`src/rtl/potctl_pkg.sv`:
```
package potctl_pkg;
  // Operation codes carried in word bits 15:12
  typedef enum logic [3:0] {
    OP_NOP         = 4'h0,
    OP_RESTORE_ONE = 4'h1,
    OP_SAVE_ONE    = 4'h2,
    OP_INC         = 4'h4,
    OP_DEC         = 4'h5,
    OP_RESTORE_ALL = 4'h8,
    OP_WRITE       = 4'hB
  } op_e;

  localparam int OP_LSB   = 12;
  localparam int ADDR_LSB = 8;
endpackage

```
`src/rtl/potctl_sync.sv`:
```
module potctl_sync #(
  parameter int          W   = 1,
  parameter logic [W-1:0] RST = '0
) (
  input  logic         clk,
  input  logic         rst_n,
  input  logic [W-1:0] d,
  output logic [W-1:0] q
);
  logic [W-1:0] meta;

  always_ff @(posedge clk or negedge rst_n) begin
    if (!rst_n) begin
      meta <= RST;
      q    <= RST;
    end else begin
      meta <= d;
      q    <= meta;
    end
  end
endmodule

```
`src/rtl/potctl_frame_rx.sv`:
```
module potctl_frame_rx #(
  parameter int FRAME_W = 16
) (
  input  logic               clk,
  input  logic               rst_n,
  input  logic               sclk_s,
  input  logic               cs_n_s,
  input  logic               mosi_s,
  output logic               frame_evt,
  output logic               replay_evt,
  output logic [FRAME_W-1:0] word,
  output logic               miso,
  output logic               miso_oe
);
  localparam int CNT_W = $clog2(FRAME_W);
  localparam logic [CNT_W-1:0] CNT_LAST = CNT_W'(FRAME_W - 1);

  logic               sclk_d, cs_d;
  logic               rise, fall, cs_start, cs_end, active;
  logic [CNT_W-1:0]   bit_cnt;
  logic               seen;
  logic [FRAME_W-1:0] shreg;

  assign rise     = sclk_s & ~sclk_d;
  assign fall     = ~sclk_s & sclk_d;
  assign cs_start = cs_d & ~cs_n_s;
  assign cs_end   = ~cs_d & cs_n_s;
  assign active   = ~cs_n_s;
  assign word     = shreg;

  always_ff @(posedge clk or negedge rst_n) begin
    if (!rst_n) begin
      sclk_d     <= 1'b0;
      cs_d       <= 1'b1;
      bit_cnt    <= '0;
      seen       <= 1'b0;
      shreg      <= '0;
      miso       <= 1'b0;
      miso_oe    <= 1'b0;
      frame_evt  <= 1'b0;
      replay_evt <= 1'b0;
    end else begin
      sclk_d     <= sclk_s;
      cs_d       <= cs_n_s;
      miso_oe    <= active;
      frame_evt  <= 1'b0;
      replay_evt <= 1'b0;
      if (cs_start) begin
        bit_cnt <= '0;
        seen    <= 1'b0;
        miso    <= shreg[FRAME_W-1];
      end else if (active) begin
        if (rise) begin
          shreg   <= {shreg[FRAME_W-2:0], mosi_s};
          bit_cnt <= (bit_cnt == CNT_LAST) ? '0 : bit_cnt + 1'b1;
          seen    <= 1'b1;
        end
        if (fall) miso <= shreg[FRAME_W-1];
      end
      if (cs_end) begin
        // zero clocks: replay; whole frames: execute; anything else: drop
        if (!seen)              replay_evt <= 1'b1;
        else if (bit_cnt == '0) frame_evt  <= 1'b1;
        bit_cnt <= '0;
        seen    <= 1'b0;
      end
    end
  end
endmodule

```
`src/rtl/potctl_wiper_exec.sv`:
```
module potctl_wiper_exec
  import potctl_pkg::*;
#(
  parameter int FRAME_W  = 16,
  parameter int CHANNELS = 4,
  parameter int WIPER_W  = 6,
  parameter int NVM_INIT = 32
) (
  input  logic                         clk,
  input  logic                         rst_n,
  input  logic                         frame_evt,
  input  logic                         replay_evt,
  input  logic [FRAME_W-1:0]           word,
  input  logic                         wp_act,
  input  logic                         preset_act,
  output logic [CHANNELS*WIPER_W-1:0]  wiper_flat,
  output logic [CHANNELS*WIPER_W-1:0]  nvm_flat,
  output logic                         restore_go
);
  localparam int SEL_W = (CHANNELS > 1) ? $clog2(CHANNELS) : 1;
  localparam logic [WIPER_W-1:0] W_MAX  = '1;
  localparam logic [WIPER_W-1:0] W_INIT = WIPER_W'(NVM_INIT);

  logic [FRAME_W-1:0] last_word;
  logic               last_valid;
  logic               go;
  logic [FRAME_W-1:0] cmd;
  op_e                op;
  logic [3:0]         addr;
  logic [WIPER_W-1:0] data;
  logic               addr_ok;

  assign go      = frame_evt | (replay_evt & last_valid);
  assign cmd     = frame_evt ? word : last_word;
  assign op      = op_e'(cmd[OP_LSB +: 4]);
  assign addr    = cmd[ADDR_LSB +: 4];
  assign data    = cmd[WIPER_W-1:0];
  assign addr_ok = 32'(addr) < CHANNELS;
  assign restore_go = go && (op == OP_RESTORE_ONE || op == OP_RESTORE_ALL);

  always_ff @(posedge clk or negedge rst_n) begin
    if (!rst_n) begin
      last_word  <= '0;
      last_valid <= 1'b0;
    end else if (frame_evt) begin
      last_word  <= word;
      last_valid <= 1'b1;
    end
  end

  for (genvar i = 0; i < CHANNELS; i++) begin : g_ch
    logic [WIPER_W-1:0] wip, nvm;
    logic               hit;

    assign hit = addr_ok && (addr[SEL_W-1:0] == SEL_W'(i));
    assign wiper_flat[i*WIPER_W +: WIPER_W] = wip;
    assign nvm_flat[i*WIPER_W +: WIPER_W]   = nvm;

    always_ff @(posedge clk or negedge rst_n) begin
      if (!rst_n) begin
        wip <= W_INIT;
        nvm <= W_INIT;
      end else if (preset_act) begin
        wip <= nvm;
      end else if (go) begin
        unique case (op)
          OP_RESTORE_ONE: if (hit) wip <= nvm;
          OP_RESTORE_ALL: wip <= nvm;
          OP_SAVE_ONE:    if (hit && !wp_act) nvm <= wip;
          OP_INC:         if (hit && !wp_act && wip != W_MAX) wip <= wip + 1'b1;
          OP_DEC:         if (hit && !wp_act && wip != '0) wip <= wip - 1'b1;
          OP_WRITE:       if (hit && !wp_act) wip <= data;
          default:        ;
        endcase
      end
    end
  end
endmodule

```
`src/rtl/potctl_spi_top.sv`:
```
module potctl_spi_top #(
  parameter int FRAME_W  = 16,
  parameter int CHANNELS = 4,
  parameter int WIPER_W  = 6,
  parameter int NVM_INIT = 32
) (
  input  logic                        clk,
  input  logic                        rst_n,
  input  logic                        spi_sclk,
  input  logic                        spi_cs_n,
  input  logic                        spi_mosi,
  output logic                        spi_miso,
  output logic                        spi_miso_oe,
  input  logic                        wp_n,
  input  logic                        pr_n,
  output logic [CHANNELS*WIPER_W-1:0] wiper
);
  logic [4:0]               pins_s;
  logic                     sclk_s, cs_n_s, mosi_s, wp_act, preset_act;
  logic                     frame_evt, replay_evt, restore_go;
  logic [FRAME_W-1:0]       word;
  logic [CHANNELS*WIPER_W-1:0] nvm_flat;

  potctl_sync #(.W(5), .RST(5'b01011)) u_sync (
    .clk   (clk),
    .rst_n (rst_n),
    .d     ({spi_sclk, spi_cs_n, spi_mosi, wp_n, pr_n}),
    .q     (pins_s)
  );

  assign sclk_s     = pins_s[4];
  assign cs_n_s     = pins_s[3];
  assign mosi_s     = pins_s[2];
  assign wp_act     = ~pins_s[1];
  assign preset_act = ~pins_s[0];

  potctl_frame_rx #(.FRAME_W(FRAME_W)) u_rx (
    .clk        (clk),
    .rst_n      (rst_n),
    .sclk_s     (sclk_s),
    .cs_n_s     (cs_n_s),
    .mosi_s     (mosi_s),
    .frame_evt  (frame_evt),
    .replay_evt (replay_evt),
    .word       (word),
    .miso       (spi_miso),
    .miso_oe    (spi_miso_oe)
  );

  potctl_wiper_exec #(
    .FRAME_W  (FRAME_W),
    .CHANNELS (CHANNELS),
    .WIPER_W  (WIPER_W),
    .NVM_INIT (NVM_INIT)
  ) u_exec (
    .clk        (clk),
    .rst_n      (rst_n),
    .frame_evt  (frame_evt),
    .replay_evt (replay_evt),
    .word       (word),
    .wp_act     (wp_act),
    .preset_act (preset_act),
    .wiper_flat (wiper),
    .nvm_flat   (nvm_flat),
    .restore_go (restore_go)
  );
endmodule

```
`config.mk`:
```
export PLATFORM = sky130hd
export DESIGN_NAME = potctl_spi_top
export DESIGN_NICKNAME = d
export VERILOG_FILES = /design/src/rtl/potctl_pkg.sv /design/src/rtl/potctl_sync.sv /design/src/rtl/potctl_frame_rx.sv /design/src/rtl/potctl_wiper_exec.sv /design/src/rtl/potctl_spi_top.sv
export SDC_FILE = /design/constraint.sdc
export NUM_CORES = 1
export LEC_CHECK = 0
export ABC_AREA = 1
export BUFFER_PORTS_ARGS = -buffer_cell sky130_fd_sc_hd__buf_2
export CORE_AREA = 2 2 97 99
export CTS_CLUSTER_SIZE = 16
export DETAILED_ROUTE_END_ITERATION = 7
export DIE_AREA = 0 0 99 101
export PLACE_DENSITY = 0.81
export SLEW_MARGIN = 20
export SYNTH_ARGS = -nofsm -noshare
export SYNTH_HDL_FRONTEND = slang
export SYNTH_SLANG_ARGS = --single-unit
export TNS_END_PERCENT = 1
```
`constraint.sdc`:
```
create_clock -name clk -period 5.7 [get_ports clk]
set_input_delay 0.57 -clock clk [delete_from_list [all_inputs] [get_ports clk]]
set_output_delay 0.57 -clock clk [all_outputs]
set_load 0.02 [all_outputs]
```
==> flow_summary.yaml <==
cells_and_area:
  fill_cells: 724
  regArea_sq_mm: 0.00252
  n_antenna_cell: 0
  stdcell_area_sq_mm: 0.00607
  utilization: 0.676
  final_cell_mix: "nand2_1, dfrtp_1, inv_1"
  area_growth_syn_to_layout_pct: 7.37
  multi_input_area_sq_mm: 0.00267
  final_common_cell: "nand2_1"
  nets: 766
  final_cells: 857
  drive_gt1_frac: 0.173
timing:
  clock_skew_ps: 19.5
  setup_viol: 0
  worst_pin_slew_ps: 826
  tns_ps: 0
  timing.final.ws_setup_ps: 2440
  holdWs_ps: 172
  slew_violations: 0
  slew_headroom: 0.449
  max_freq_mhz: 307
  fin_crit_sh: 0.571
  rsz0062_at_grt: "no"
  hold_viol_final: 0
  fin_crit_ps: 3260
worst_setup_path:
  crit_required_ps: 5950
  worstPathArrival_ps: 3510
  cp_cell_sequence: "inv_4 > nand2_1 > nand2_2 > nor2_8 > nand2_2 > inv_2 > nand2_1 > nand2_4 > inv_4 > nor2_1 > o21ai_1 > o21ai_1 > o21ai_1"
  cp_common_cell: "o21ai_1"
  slowest_stage: "dfrtp_1"
  cp_max_fo: 27
  max_stage_delay_ps: 890
  worstSetupPathType: "reg -> reg"
  end_kind: "flop"
  cp-start-kind: "flop"
clock_network:
  cts_max_path_buffers: 2
  numCtsBuffers: 9
  cts_max_level: 3
  cts.sinks: 100
  cts_resized: 0
  cts.hold.buffers_added: 0
  clk_pin_slew_ps: 100
  cts_tree: "built"
  clk-insertion-delay-late_ps: 370
  root_buffer: "clkbuf_8"
  post-cts-setup-buffers: 0
routing:
  drc_errors: 0
  wl_um: 13000
  dr.pass1.iters: 5
  wl_per_cell_um: 15.1
  drt_iter0_markers: 241
  vias: 4789
  vias_per_cell: 5.59
  ant_nets: 0
power_and_ir_drop:
  p_leak_nw: 3.02
  fin_total_pwr_mw: 2.81
  vdd_drop_max_v: 0.000285
  powerDensity_mw_per_mm2: 464
yosys:
  ys.warnings.count: 0
  synth.cell_area_sq_mm: 0.00566
  synthCells: 713
  ys_ff_latch: 100
  synth.distinct_cells: 42
  yosysSeqAreaShare: 0.446
  syn_nets: 738
  avgSynthCellArea_sq_um: 7.93
run_status:
  status: "finished, final reports clean"
place:
  dp.cells: 841
  dpl.hpwl_um: 9500
  place_area_sq_mm: 0.00586
  portBuffers: 32
  dpl_worst_slack_ps: 2550
  gp_congestion: 0.988
global_route:
  overflow: 0
  globalRouteTotalUtil: 0.274
  antenna_found_initial: 0
  grt_max_degree: 61
  grt_pass1_vias: 4574
  grt_pass1_wl_um: 21900
die:
  row_count: 35
  placeableCoreArea_sq_mm: 0.00898
  fp.dieW_um: 99
  start_util: 0.630
  num_io_pins: 33
  die-area_sq_mm: 0.0100
  die-height_um: 101
run:
  cap_violations: 0
worst_hold_path:
  min_path_type: "in -> async"
-- routing by layer --
| layer | up-vias | wire length, um | global-route usage |
|---|---|---|---|
| li1 | 2335 | - | - |
| met1 | 2268 | 5840 | 0.377 |
| met2 | 152 | 5990 | 0.437 |
| met3 | 34 | 760 | 0.0492 |
| met4 | 0 | 361 | 0.101 |
| met5 | - | 0 | 0 |
-- worst max-delay path: cells and delay by family (launching register included) --
kind            cells  cell delay [ps]
simple gates        7             1310
flops               1              890
buf+inv             3              620
compound gates      3              290
-- synthesized netlist by cell type (all sizes together) --
library cell / number / share of area
buf: 11 / 0.016
o21bai: 1 / 0.0013
nand4: 4 / 0.0044
nand3b: 1 / 0.0013
nand3: 52 / 0.053
nor3: 6 / 0.0073
xor2: 7 / 0.011
clkbuf: 5 / 0.0033
inv: 93 / 0.063
or2: 1 / 0.0011
dfstp: 15 / 0.070
mux2: 5 / 0.010
a22oi: 1 / 0.0013
o22ai: 1 / 0.0011
o31ai: 1 / 0.0022
o21a: 1 / 0.0013
a31oi: 3 / 0.0033
o21ai: 82 / 0.076
a22o: 1 / 0.0015
nor4: 3 / 0.0044
a21oi: 29 / 0.029
nor2: 70 / 0.062
o211ai: 1 / 0.0013
dfrtp: 85 / 0.38
ha: 18 / 0.040
nand2: 216 / 0.16
-- cell families (layout without fill, tap and decap cells) --
kind of cell	count (synthesis)	count (layout)	synth area share
simple gates	353	353	0.294
compound gates	121	121	0.118
buf+inv	109	142	0.0816
flops	100	100	0.446
fa+ha+maj	18	18	0.0398
xor+xnor	7	7	0.0108
mux	5	5	0.00996
-- area by class of cell --
type	instances	area share
timing repair buffer	33	0.0280
multi-input combinational	504	0.440
clock buffer	10	0.0227
clock inverter	6	0.0128
sequential	100	0.415
tap	111	0.0229
inverter	93	0.0583
-- report_power, final --
part / switching (mW) / total, mW / internal, mW
sequential: 0.172 / 1.06 / 0.889
clock: 0.264 / 0.487 / 0.223
combinational: 0.873 / 1.27 / 0.394
-- final timing paths --
| kind | cells after the start | slack [ps] | to | from |
|---|---|---|---|---|
| min reg2reg | 0 | 360 | u_sync.q[2]$_DFF_PN0_ | u_sync.meta[2]$_DFF_PN0_ |
| min | 1 | 170 | u_rx.word[7]$_DFFE_PN0P_ | rst_n |
| max reg2reg | 13 | 2440 | u_exec.g_ch[0].wip[3]$_DFFE_PN0P_ | u_rx.frame_evt$_DFF_PN0_ |
| max in group asynchronous | 2 | 4430 | u_sync.q[4]$_DFF_PN0_ | rst_n |
| max | 13 | 2440 | u_exec.g_ch[0].wip[3]$_DFFE_PN0P_ | u_rx.frame_evt$_DFF_PN0_ |
| min in group clk | 1 | 290 | u_sync.meta[0]$_DFF_PN1_ | pr_n |
-- sequential cells by signal, indices dropped and copies added, names as in the netlist --
register           cells
u_rx.word             16
u_sync.meta            5
u_rx.seen              1
u_rx.cs_d              1
u_rx.miso_oe           1
u_exec.g_ch.wip       24
u_exec.last_valid      1
u_rx.bit_cnt           4
u_rx.miso              1
u_rx.frame_evt         1
u_rx.replay_evt        1
u_exec.g_ch.nvm       24
u_sync.q               5
u_exec.last_word      14
u_rx.sclk_d            1
Power figures use the tool's default switching activity.
